==> src/rtl/ll_pkg.sv <==
// Shared types and codes for the load-linked access unit.
package ll_pkg;
    // Cause code reported for an address error on a load.
    localparam logic [4:0] CAUSE_ADDR_LOAD = 5'd4;

    // Control states: idle, read command pending, read data pending.
    typedef enum logic [1:0] {
        ST_IDLE  = 2'd0,
        ST_ISSUE = 2'd1,
        ST_WAIT  = 2'd2
    } ll_state_e;
endpackage

==> src/rtl/ll_align_check.sv <==
// Alignment check for word and doubleword load-linked requests.
// Assumes the caller passes only the low address bits that matter for
// the widest access; the word check uses the lower part of them.
module ll_align_check #(
    parameter int DW_LSB = 3,
    parameter int W_LSB  = 2
) (
    input  logic [DW_LSB-1:0] addr_lsb,
    input  logic              dword,
    output logic              misaligned
);
    // Pick the mask width from the access size.
    always_comb begin
        if (dword) misaligned = |addr_lsb;
        else       misaligned = |addr_lsb[W_LSB-1:0];
    end
endmodule

==> src/rtl/ll_ctrl.sv <==
// Sequencer for the load-linked unit: accepts a request when idle, fans
// out to an exception pulse or a two-phase memory read, and produces the
// one-cycle result pulse. Assumes the memory never returns data before
// the read command has been taken.
module ll_ctrl
    import ll_pkg::*;
(
    input  logic       clk,
    input  logic       rst_n,
    input  logic       req_valid,
    input  logic       misaligned,
    input  logic       mem_rd_ready,
    input  logic       mem_rsp_valid,
    output logic       req_ready,
    output logic       mem_rd_valid,
    output logic       mem_rsp_ready,
    output logic       take_good,
    output logic       take_bad,
    output logic       beat,
    output logic       exc_valid,
    output logic [4:0] exc_cause,
    output logic       res_valid
);
    ll_state_e state_q, state_d;

    // Handshake decode from the current state.
    always_comb begin
        req_ready     = (state_q == ST_IDLE);
        mem_rd_valid  = (state_q == ST_ISSUE);
        mem_rsp_ready = (state_q == ST_WAIT);
        take_good     = req_valid && req_ready && !misaligned;
        take_bad      = req_valid && req_ready && misaligned;
        beat          = mem_rsp_ready && mem_rsp_valid;
    end

    // Next-state selection.
    always_comb begin
        state_d = state_q;
        case (state_q)
            ST_IDLE:  if (take_good) state_d = ST_ISSUE;
            ST_ISSUE: if (mem_rd_ready) state_d = ST_WAIT;
            ST_WAIT:  if (mem_rsp_valid) state_d = ST_IDLE;
            default:  state_d = ST_IDLE;
        endcase
    end

    // State register and the registered pulses.
    always_ff @(posedge clk) begin
        if (!rst_n) begin
            state_q   <= ST_IDLE;
            exc_valid <= 1'b0;
            exc_cause <= '0;
            res_valid <= 1'b0;
        end else begin
            state_q   <= state_d;
            exc_valid <= take_bad;
            exc_cause <= take_bad ? CAUSE_ADDR_LOAD : 5'd0;
            res_valid <= beat;
        end
    end
endmodule

==> src/rtl/ll_link_regs.sv <==
// Storage for the load-linked unit: the request captured at acceptance,
// the link state written on the response beat, the link flag and the
// faulting-address register. Assumes XLEN is wider than WORD_W.
module ll_link_regs #(
    parameter int VA_W   = 32,
    parameter int PA_W   = 32,
    parameter int XLEN   = 64,
    parameter int WORD_W = 32
) (
    input  logic            clk,
    input  logic            rst_n,
    input  logic            take_good,
    input  logic            take_bad,
    input  logic            beat,
    input  logic            link_clear,
    input  logic [VA_W-1:0] req_vaddr,
    input  logic            req_dword,
    input  logic            req_debug,
    input  logic [PA_W-1:0] xlat_paddr,
    input  logic [XLEN-1:0] rsp_data,
    output logic [PA_W-1:0] pend_paddr,
    output logic            pend_dword,
    output logic            link_valid,
    output logic [PA_W-1:0] link_paddr,
    output logic [VA_W-1:0] link_vaddr,
    output logic [XLEN-1:0] link_data,
    output logic [VA_W-1:0] badvaddr
);
    localparam int EXT_W = XLEN - WORD_W;

    logic [VA_W-1:0] pend_vaddr;
    logic [XLEN-1:0] ext_data;

    // Word results copy the word's top bit into the upper part.
    always_comb begin
        if (pend_dword) ext_data = rsp_data;
        else            ext_data = {{EXT_W{rsp_data[WORD_W-1]}}, rsp_data[WORD_W-1:0]};
    end

    // Request capture, fault address, link state and link flag.
    always_ff @(posedge clk) begin
        if (!rst_n) begin
            pend_paddr <= '0;
            pend_vaddr <= '0;
            pend_dword <= 1'b0;
            badvaddr   <= '0;
            link_paddr <= '0;
            link_vaddr <= '0;
            link_data  <= '0;
            link_valid <= 1'b0;
        end else begin
            if (take_good) begin
                pend_paddr <= xlat_paddr;
                pend_vaddr <= req_vaddr;
                pend_dword <= req_dword;
            end
            if (take_bad && !req_debug) begin
                badvaddr <= req_vaddr;
            end
            if (beat) begin
                link_paddr <= pend_paddr;
                link_vaddr <= pend_vaddr;
                link_data  <= ext_data;
            end
            if (link_clear)  link_valid <= 1'b0;
            else if (beat)   link_valid <= 1'b1;
        end
    end
endmodule

==> src/rtl/ll_unit.sv <==
// Load-linked access unit top. Joins the alignment check, the sequencer
// and the link storage. Assumes xlat_paddr belongs to req_vaddr in the
// cycle the request is accepted.
module ll_unit #(
    parameter int VA_W   = 32,
    parameter int PA_W   = 32,
    parameter int XLEN   = 64,
    parameter int WORD_W = 32
) (
    input  logic            clk,
    input  logic            rst_n,
    input  logic            req_valid,
    output logic            req_ready,
    input  logic [VA_W-1:0] req_vaddr,
    input  logic            req_dword,
    input  logic            req_debug,
    input  logic [PA_W-1:0] xlat_paddr,
    output logic            mem_rd_valid,
    input  logic            mem_rd_ready,
    output logic [PA_W-1:0] mem_rd_addr,
    output logic            mem_rd_dword,
    input  logic            mem_rsp_valid,
    output logic            mem_rsp_ready,
    input  logic [XLEN-1:0] mem_rsp_data,
    output logic            res_valid,
    output logic [XLEN-1:0] res_data,
    output logic            exc_valid,
    output logic [4:0]      exc_cause,
    input  logic            link_clear,
    output logic            link_valid,
    output logic [PA_W-1:0] link_paddr,
    output logic [VA_W-1:0] link_vaddr,
    output logic [XLEN-1:0] link_data,
    output logic [VA_W-1:0] badvaddr
);
    localparam int DW_LSB = $clog2(XLEN / 8);
    localparam int W_LSB  = $clog2(WORD_W / 8);

    logic misaligned;
    logic take_good;
    logic take_bad;
    logic beat;

    ll_align_check #(
        .DW_LSB(DW_LSB),
        .W_LSB (W_LSB)
    ) i_align (
        .addr_lsb  (req_vaddr[DW_LSB-1:0]),
        .dword     (req_dword),
        .misaligned(misaligned)
    );

    ll_ctrl i_ctrl (
        .clk          (clk),
        .rst_n        (rst_n),
        .req_valid    (req_valid),
        .misaligned   (misaligned),
        .mem_rd_ready (mem_rd_ready),
        .mem_rsp_valid(mem_rsp_valid),
        .req_ready    (req_ready),
        .mem_rd_valid (mem_rd_valid),
        .mem_rsp_ready(mem_rsp_ready),
        .take_good    (take_good),
        .take_bad     (take_bad),
        .beat         (beat),
        .exc_valid    (exc_valid),
        .exc_cause    (exc_cause),
        .res_valid    (res_valid)
    );

    ll_link_regs #(
        .VA_W  (VA_W),
        .PA_W  (PA_W),
        .XLEN  (XLEN),
        .WORD_W(WORD_W)
    ) i_regs (
        .clk       (clk),
        .rst_n     (rst_n),
        .take_good (take_good),
        .take_bad  (take_bad),
        .beat      (beat),
        .link_clear(link_clear),
        .req_vaddr (req_vaddr),
        .req_dword (req_dword),
        .req_debug (req_debug),
        .xlat_paddr(xlat_paddr),
        .rsp_data  (mem_rsp_data),
        .pend_paddr(mem_rd_addr),
        .pend_dword(mem_rd_dword),
        .link_valid(link_valid),
        .link_paddr(link_paddr),
        .link_vaddr(link_vaddr),
        .link_data (link_data),
        .badvaddr  (badvaddr)
    );

    // The pipeline result is the value just linked.
    assign res_data = link_data;
endmodule

==> config.mk <==
export PLATFORM = sky130hd
export DESIGN_NAME = ll_unit
export DESIGN_NICKNAME = d
export VERILOG_FILES = /design/src/rtl/ll_pkg.sv /design/src/rtl/ll_align_check.sv /design/src/rtl/ll_ctrl.sv /design/src/rtl/ll_link_regs.sv /design/src/rtl/ll_unit.sv
export SDC_FILE = /design/constraint.sdc
export NUM_CORES = 1
export LEC_CHECK = 0
export BUFFER_PORTS_ARGS = -buffer_cell sky130_fd_sc_hd__buf_2
export CAP_MARGIN = 10
export CORE_ASPECT_RATIO = 0.75
export CORE_MARGIN = 4
export CORE_UTILIZATION = 33
export CTS_CLUSTER_DIAMETER = 50
export DETAILED_ROUTE_END_ITERATION = 16
export PLACE_DENSITY = 0.71
export SYNTH_ARGS = -nofsm -noshare
export SYNTH_HDL_FRONTEND = slang
export SYNTH_SLANG_ARGS = --single-unit
==> constraint.sdc <==
create_clock -name clk -period 1.3 [get_ports clk]
set_clock_uncertainty 0.05 [all_clocks]
set_input_delay 0.065 -clock clk [delete_from_list [all_inputs] [get_ports clk]]
set_output_delay 0.065 -clock clk [all_outputs]
set_load 0.01 [all_outputs]
==> out/qor.csv, run 1 <==
stage;metric;value;unit
run_status;status;finished, violations left;
run_status;violations;setup timing;
grt;grt_first_pass_wirelength;49.6;mm
sta;hold_ws;201;ps
route;wire_per_inst;19.7;um
synth;yosysWarnings;0;
synth;synth_area_leaders;dfxtp_1 (50%), nand2_1 (14%), mux2i_1 (10%);
final_layout;postLayoutCellArea;14900;um^2
setup_path;crit_arrival;1850;ps
hold_path;hold_depth;3;
route;via_per_inst;4.82;
setup_path;critPathCaptureType;flip-flop;
setup_path;startpoint;i_ctrl.state_q[0];
die;pin_count;404;
setup_path;path_cells;and3b_4, buf_4, buf_16, nor2_1, nor3b_2;
route;top_layer;met4;
grt;grt_pass1_vias;8619;
setup_path;required;1680;ps
final_layout;layout-drive-gt1-share;40.3;%
final_layout;multiInputGateArea;4290;um^2
die;die_w;202;um
die;die_h;153;um
clocking;cts_made_buffers;27;
synth;netlist.area_leader.share;49.6;%
synth;netlist_instances;1042;
power;pwr-share-comb;9.6;%
power;powerDensity;1120;nW/um^2
grt;grt.overflow.total;0;
final_layout;area_growth;60.3;%
sta;setup_slack;-171;ps
sta;setup_viol;211;
synth;syn_area;9290;um^2
power;p_leak;7.25;nW
synth;synth_cell_types;28;
grt;grt_use_total;19.6;%
place;io_buffers;399;
grt;grt_max_degree;66;
power;seq_power_share;43.7;%
final_layout;fillers;2285;
clocking;cts_tree;done;
sta;hold_viol;0;
die;row_count;52;
sta;period_share;113;%
setup_path;ff2ff_path_depth;5;
route;drtPass1Iterations;5;
setup_path;cp_slowest_stage_delay;370;ps
clocking;worstSkewPairLatency;530;ps
route;drcViolationCount;0;
hold_path;min_from;link_clear;
synth;synth_top_cell_by_area;dfxtp_1;
route;vias;9137;
clocking;cts.sinks;230;
synth;seq_area_frac_synth;49.6;%
job;drv_cap;0;
power;p_int;12.6;mW
place;placed_cell_area;11300;um^2
final_layout;final_nets;1661;
sta;post-route-min-period;1470;ps
setup_path;crit_slowest_cell;dfxtp_4;
clocking;clkTransAtPathRegs;70;ps
grt;antenna_found_initial;1;
route;met1_length;14.9;mm
sta;drv_slew;0;
die;dieArea;30900;um^2
setup_path;start_kind;flip-flop;
place;dp_hpwl;20.9;mm
place;dp_slack;-120;ps
setup_path;rr_startpoint;i_ctrl.state_q[0];
power;swShare;24.1;%
sta;final.setup.tns;-12530;ps
route;ant_nets;0;
setup_path;crit_type;flip-flop to flip-flop;
hold_path;hp-class;input port to flip-flop;
place;place_congestion;0.873;
power;power_frac_clock;46.7;%
die;initial_core_util;34.0;%
route;wl;37.4;mm
die;fp.coreArea;27300;um^2
sta;rsz0062_at_grt;yes;
clocking;cts_root_buf;clkbuf_16;
power;vdd_ir_drop_max;0.809;mV
clocking;cts_max_level;1;
route;route.met3.wl;2.61;mm
synth;ys_ff_latch;230;
setup_path;worst-path-max-fanout;17;
route;drt_iter0_drc;501;
route;wl_met2;18.4;mm
synth;syn-mean-instance-area;8.91;um^2
final_layout;seqCellArea;4620;um^2
sta;fmax;680;MHz
clocking;cts_buffer_depth;3;
power;p_switching;4.02;mW
[cell type report]
cell class | instances | area share, %
Timing Repair Buffer | 600 | 31.1
Sequential cell | 230 | 31.0
Multi-Input combinational cell | 664 | 28.8
Clock buffer | 33 | 4.82
Tap cell | 351 | 2.95
Clock inverter | 15 | 1.29
Inverter | 2 | 0.0504
Antenna cell | 1 | 0.0168
[layer usage]
metal,vias up,global-route usage [%]
met5,-,0
met1,4350,23.7
met4,0,6.60
li1,4310,-
met3,83,5.66
met2,394,33.5
[worst max-delay path: cells and delay by family (launching register included)]
kind / cells / cell delay, ps
buffers and inverters: 2 / 290
DFF: 1 / 370
and+or+nand+nor: 3 / 660
[power by group through the flow]
stage	Combinational [mW]	Clock, mW	Sequential [mW]
2_1_floorplan	0.539	0	7.45
3_3_place_gp	1.06	0	7.42
3_5_place_dp	1.07	0	7.42
4_1_cts	1.42	7.93	7.26
5_1_grt	1.70	8.21	7.28
6_report	1.59	7.77	7.27
[Yosys cell counts]
cell      count
nand2_1     352
dfxtp_1     230
a21boi_1     96
mux2i_1      95
buf_4        74
buf_2        36
clkbuf_1     33
nor2_1       33
nor3b_1      33
a211oi_1     32
buf_6         5
nor2b_1       5
and3_1        2
inv_1         2
a211o_1       1
a211oi_2      1
a22oi_1       1
a31oi_1       1
and2_1        1
and3b_1       1
and4_1        1
buf_1         1
conb_1        1
nand3_1       1
nand3b_1      1
nand4b_2      1
nor2_2        1
nor3b_2       1
[cell usage in the layout (no fill, tap or decap), types with 3 or more instances in the layout]
cell type / count
clkbuf_8: 3
nor2_1: 31
a211oi_1: 4
nor3b_1: 21
dfxtp_1: 225
a211oi_2: 25
clkinv_2: 3
a211oi_4: 4
nor3b_2: 13
clkbuf_1: 4
a21boi_2: 16
nor2_4: 3
buf_2: 395
nand2_4: 13
conb_1: 4
bufinv_16: 3
buf_16: 7
mux2i_1: 94
nand2_1: 312
dlygate4sd3_1: 135
buf_4: 9
clkbuf_16: 45
buf_8: 7
nor2b_2: 3
a21boi_1: 80
dfxtp_4: 3
buf_6: 10
buf_12: 18
clkinvlp_4: 4
nand2_2: 27
[path summary, 6_finish.rpt]
| path | slack (ps) | end |
|---|---|---|
| max | -170 | i_regs.link_data[47] |
| min | 200 | i_regs.link_valid |
| max reg2reg | -170 | i_regs.link_data[47] |
| min reg2reg | 400 | i_regs.link_vaddr[15] |
[sequential cells by signal (all words and copies together), names as in the netlist]
name and cells:
i_regs.link_data 64, i_ctrl.res_valid 1, i_regs.link_valid 1, i_regs.pend_dword 1, i_ctrl.state_q 2, i_ctrl.exc_cause 1
i_regs.link_paddr 32, i_regs.pend_vaddr 32, i_regs.link_vaddr 32, i_regs.pend_paddr 32, i_regs.badvaddr 32
[per-stage QoR]
stage	std cells	total power, mW	util [%]
after global placement	1673	8.48	41.2
final	1896	16.6	54.5
after detailed placement	1673	8.49	41.2
after floorplan	1045	7.99	-
after CTS	1863	16.6	50.2
after global routing	1896	17.2	54.5
[logic make-up after synthesis]
family          Yosys count  synth area share [%]
compound gates          132                  10.7
buf+inv                 151                  9.98
flops                   230                  49.6
mux                      95                  10.2
other cells               1                0.0404
simple gates            433                  19.5
[what timing repair did]
action,CTS,global route
cloned,3,26
endpoints found under the hold margin,167,0
buffers inserted,4,7
hold buffers,135,0
endpoints found under the setup margin,223,225
pin swaps,1,59
resized for setup,24,138
Power figures use the tool's default switching activity.
==> run 2: changes to the inputs <==
Settings changed: CELL_PAD_IN_SITES_DETAIL_PLACEMENT set to 1, CELL_PAD_IN_SITES_GLOBAL_PLACEMENT set to 2, CORE_UTILIZATION 33 to 24, PLACE_DENSITY 0.71 to 0.86.
==> out/qor.csv, run 2 (synthesis results as in run 1) <==
stage;metric;value;unit
run_status;status;finished, violations left;
run_status;violations;setup timing;
sta;max_slew_margin;63.1;%
place;dp_hpwl;22.0;mm
grt;grt_first_pass_wirelength;55.9;mm
die;fp.coreArea;38200;um^2
setup_path;path_cells;and3b_4, buf_12, buf_4, buf_16, nand2_1, a21boi_1;
setup_path;rrSetupSlack;-160;ps
clocking;cts_made_buffers;29;
grt;grt_max_degree;50;
route;wire_per_inst;19.0;um
route;vias;9298;
power;power;16.6;mW
hold_path;hold_depth;3;
setup_path;critPathBufInv;3;
grt;antenna_found_initial;1;
setup_path;cp_slowest_stage_delay;360;ps
setup_path;r2r_end;i_regs.link_paddr[30];
sta;setup_viol;210;
route;drt_iter0_drc;258;
final_layout;registers.top_by_ff_count;i_regs.link_data;
clocking;clkTransAtPathRegs;60;ps
route;drcViolationCount;0;
hold_path;hp-class;input port to flip-flop;
power;powerDensity;1070;nW/um^2
setup_path;critPathCaptureType;flip-flop;
place;place_congestion;0.760;
sta;hold_viol;0;
sta;setup_slack;-164;ps
clocking;cts_max_level;1;
hold_path;holdPathEnd;i_regs.pend_vaddr[5];
final_layout;antenna-diode-count;0;
grt;grt_pass1_vias;9579;
die;row_count;62;
hold_path;min_from;rst_n;
sta;final.setup.tns;-15620;ps
setup_path;critical_path.top_delay_family;buffers and inverters;
route;wl;39.6;mm
setup_path;ff2ff_path_depth;6;
final_layout;layout-drive-gt1-share;41.0;%
clocking;cts_root_buf;clkbuf_16;
die;initial_core_util;24.3;%
sta;rsz0062_at_grt;yes;
die;pin_count;404;
sta;fmax;683;MHz
die;die_h;178;um
route;via_per_inst;4.46;
final_layout;final_common_cell;buf_2;
final_layout;final_nets;1690;
setup_path;start_kind;flip-flop;
sta;drv_slew;0;
die;die_w;235;um
power;p_leak;7.60;nW
job;drv_cap;0;
route;drtPass1Iterations;4;
final_layout;fin_cells;2087;
sta;hold_ws;35.6;ps
final_layout;postLayoutCellArea;15400;um^2
power;vdd_ir_drop_max;0.868;mV
setup_path;crit_type;flip-flop to flip-flop;
final_layout;final_cell_mix;buf_2 (394), nand2_1 (314), dfxtp_1 (223);
clocking;cts_tree;done;
sta;worstMarginPinSlew;551;ps
route;ant_nets;0;
setup_path;worst-path-max-fanout;9;
clocking;cts.sinks;230;
setup_path;required;1720;ps
setup_path;crit_arrival;1880;ps
grt;grt_use_total;16.6;%
place;placed_cell_area;11500;um^2
sta;post-route-min-period;1460;ps
grt;grt.overflow.total;0;
die;dieArea;41900;um^2
final_layout;area_growth;66.3;%
setup_path;rr_startpoint;i_ctrl.state_q[0];
setup_path;crit_slowest_cell;dfxtp_4;
clocking;worstSkewPairLatency;550;ps
sta;period_share;113;%
final_layout;largest_reg_flops;64;
clocking;cts_buffer_depth;3;
place;io_buffers;399;
place;dp.cells;1840;
## run 2: how the worst max path moves through the flow
stage | to | cells past startpoint | start
finish | i_regs.link_paddr[30] | 6 | i_ctrl.state_q[0]
CTS | mem_rd_valid | 3 | i_ctrl.state_q[0]
global route | i_regs.pend_paddr[12] | 6 | i_ctrl.state_q[1]
floorplan | i_regs.pend_paddr[0] | 5 | i_ctrl.state_q[1]
detailed placement | i_regs.link_data[42] | 4 | i_ctrl.state_q[0]
global placement | i_regs.link_data[40] | 4 | i_ctrl.state_q[0]
## run 2: final cells by class
type | count | area [um^2]
sequential | 230 | 4620
fill | 4414 | 22800
clock buffer | 39 | 783
inverter | 2 | 7.51
tap | 512 | 641
clock inverter | 13 | 119
multi-input combinational | 664 | 4400
timing repair buffer | 627 | 4870
## run 2: worst reg2reg max path: cells and delay by family (launching register included)
| kind | cells | cell delay (ps) |
|---|---|---|
| compound gates | 1 | 150 |
| buf+inv | 3 | 440 |
| flops | 1 | 360 |
| simple gates | 2 | 400 |
## run 2: power breakdown
part | switching [mW] | leakage, nW | internal, mW
Combinational | 0.759 | 5.29 | 0.912
Sequential | 0.101 | 1.86 | 7.18
Clock | 3.18 | 0.440 | 4.46
## run 2: routing by layer
layer  track usage, %  vias to the layer above  wire [um]
met5                0                        -          8
met4             4.23                        2       1230
met1             18.4                     4547      15100
li1                 -                     4370          -
met2             31.3                      302      20600
met3             4.84                       77       2660
## run 2: repair_timing
item	CTS	global route
hold buffers	150	0
pin swaps	12	69
setup endpoints to repair	115	230
setup buffers	10	18
cloned	12	11
endpoints found under the hold margin	171	0
gates resized for setup	57	144
## run 2: stage by stage
step,util (%),worst slack [ps]
final,40.4,-164
after global placement,30.1,-35.5
after floorplan,-,0.663
after detailed placement,30.1,-105
after global routing,40.4,-220
after CTS,38.2,-133
==> run 3: changes to the inputs <==
Settings changed: ABC_AREA set to 1, CELL_PAD_IN_SITES_DETAIL_PLACEMENT 1 to unset, CELL_PAD_IN_SITES_GLOBAL_PLACEMENT 2 to unset, CORE_UTILIZATION 24 to 33, PLACE_DENSITY 0.86 to 0.71.
==> out/qor.csv, run 3 <==
stage;metric;value;unit
run_status;status;finished, violations left;
run_status;violations;setup timing;
sta;period_share;117;%
final_layout;final_nets;1983;
sta;fmax;657;MHz
power;p_int;12.8;mW
die;initial_core_util;33.6;%
place;dp_hpwl;22.8;mm
die;pin_count;404;
power;vdd_ir_drop_max;0.842;mV
final_layout;largest_reg_flops;64;
setup_path;ff2ff_path_depth;7;
power;swShare;26.0;%
power;powerDensity;1120;nW/um^2
place;dp_slack;-133;ps
clocking;cts_root_buf;clkbuf_16;
setup_path;required;1700;ps
sta;hold_viol;0;
power;p_switching;4.52;mW
route;wl;40.0;mm
setup_path;startpoint;i_ctrl.state_q[0];
setup_path;r2r_end;i_regs.link_valid;
power;power_frac_clock;43.9;%
grt;grt_first_pass_wirelength;56.9;mm
clocking;cts.sinks;230;
power;pwr-share-comb;13.7;%
job;drv_cap;0;
place;io_buffers;399;
grt;antenna_found_initial;4;
route;vias;11000;
sta;setup_viol;229;
power;seq_power_share;42.4;%
route;ant_nets;0;
final_layout;final_common_cell;buf_2;
clocking;cts_max_level;1;
setup_path;rrSetupSlack;-220;ps
sta;rsz0062_at_grt;yes;
setup_path;critPathCaptureType;flip-flop;
grt;grt_pass1_vias;10400;
die;row_count;54;
final_layout;registers.top_by_ff_count;i_regs.link_data;
grt;grt.overflow.total;0;
synth;synth_top_cell_by_area;dfxtp_1;
clocking;cts_made_buffers;27;
synth;seq_area_frac_synth;47.0;%
sta;drv_slew;0;
die;dieArea;32500;um^2
final_layout;postLayoutCellArea;15500;um^2
setup_path;cp-endpoint;i_regs.link_valid;
route;drtPass1Iterations;7;
power;p_leak;7.38;nW
setup_path;crit_type;flip-flop to flip-flop;
clocking;cts_buffer_depth;3;
final_layout;area_growth;58.6;%
synth;synth-main-ff-cell;dfxtp_1;
clocking;worstSkewPairLatency;540;ps
synth;synth_common_cells;nand2_1 (329), dfxtp_1 (230), nor2_1 (163);
sta;setup_slack;-222;ps
clocking;clkTransAtPathRegs;60;ps
setup_path;crit_arrival;1920;ps
hold_path;hold_depth;6;
die;die_h;157;um
place;placed_cell_area;11900;um^2
synth;netlist_instances;1366;
die;fp.coreArea;29200;um^2
synth;yosysWarnings;0;
synth;synth.most_common_cell;nand2_1;
synth;netlist.area_leader.share;47.0;%
final_layout;post-route-util;53.2;%
die;die_w;207;um
setup_path;start_kind;flip-flop;
synth;syn_area;9800;um^2
synth;synth_cell_types;20;
sta;post-route-min-period;1520;ps
final_layout;final_cell_mix;buf_2 (394), nand2_1 (323), dfxtp_1 (227);
setup_path;worst-path-max-fanout;10;
setup_path;rr_startpoint;i_ctrl.state_q[0];
route;drcViolationCount;0;
grt;grt_max_degree;60;
synth;ys_async_sr_fraction;0;%
route;via_per_inst;4.88;
clocking;cts_tree;done;
grt;grt_use_total;21.8;%
route;drt_iter0_drc;1016;
place;place_congestion;0.793;
final_layout;layout-drive-gt1-share;33.5;%
route;wire_per_inst;17.7;um
hold_path;hp-class;input port to flip-flop;
synth;ys_ff_latch;230;
synth;syn-mean-instance-area;7.17;um^2
synth;synth_edf_count;0;
synth;synth_area_leaders;dfxtp_1 (47%), nand2_1 (13%), nand3_1 (8.1%);
[run 3: changes by cell type in the layout (fill, tap and decap cells not counted), sizes merged, moves of 34 or more]
cell / change
inv: +104
nor3b: -34
a21oi: +130
mux2i: -95
a21boi: -96
nor2: +131
nand3: +158
[run 3: through the flow]
step	std cells	setup TNS, ps	power, mW	hold WS [ps]
4_1_cts	2256	-33180	17.4	22.7
5_1_grt	2263	-50220	18.0	87.8
3_3_place_gp	2026	-4640	9.04	187
6_report	2263	-34180	17.4	65.0
2_1_floorplan	1369	0	8.37	88.0
3_5_place_dp	2026	-11630	9.06	188
[run 3: area by class of cell]
type	instances	area, um^2
fill	2621	13600
clock inverter	12	113
antenna	3	7.51
timing repair buffer	624	4900
sequential	230	4610
clock buffer	38	787
tap	392	490
multi-input combinational	856	4210
inverter	108	420
[run 3: worst min-delay path by stage]
stage	slack, ps	from	to
finish	70	req_vaddr[0]	i_regs.badvaddr[31]
global route	90	req_debug	i_regs.badvaddr[9]
CTS	20	req_vaddr[0]	i_regs.badvaddr[31]
detailed placement	190	link_clear	i_regs.link_valid
global placement	190	link_clear	i_regs.link_valid
floorplan	90	link_clear	i_regs.link_valid
[run 3: logic make-up after synthesis]
kind of cell / Yosys count / synth area share, %
buffers and inverters: 284 / 14.4
other: 1 / 0.0383
AND/OR/NAND/NOR: 720 / 31.8
AO/OA/AOI/OAI: 131 / 6.77
flip-flops: 230 / 47.0
[run 3: worst max-delay path, stage by stage (launching register included)]
cell	delay, ps
dfxtp_2	330
buf_6	110
nor2_4	110
buf_12	120
buf_6	150
nand2_8	130
clkbuf_16	210
a211oi_4	210
[run 3: power groups by stage]
stage / clock network, mW / registers (mW) / logic (mW)
after floorplan: 0 / 7.54 / 0.837
after global placement: 0 / 7.50 / 1.54
after detailed placement: 0 / 7.50 / 1.56
after CTS: 7.76 / 7.35 / 2.29
after global routing: 8.07 / 7.38 / 2.58
final: 7.62 / 7.37 / 2.38
[run 3: per-layer routing]
layer,track usage (%),vias to the layer above,part of all wire (%)
met5,0,-,0.032
met4,5.73,2,2.7
met3,5.44,91,9.7
met2,36.9,569,47
met1,27.9,5144,41
li1,-,5228,-
[run 3: repair_timing]
item | 4_1_cts | 5_1_grt
setup buffers | 31 | 3
hold buffers | 134 | 0
resized for setup | 85 | 80
hold endpoints to repair | 185 | 0
pin swaps | 21 | 44
setup endpoints to repair | 233 | 236
gates cloned | 17 | 10
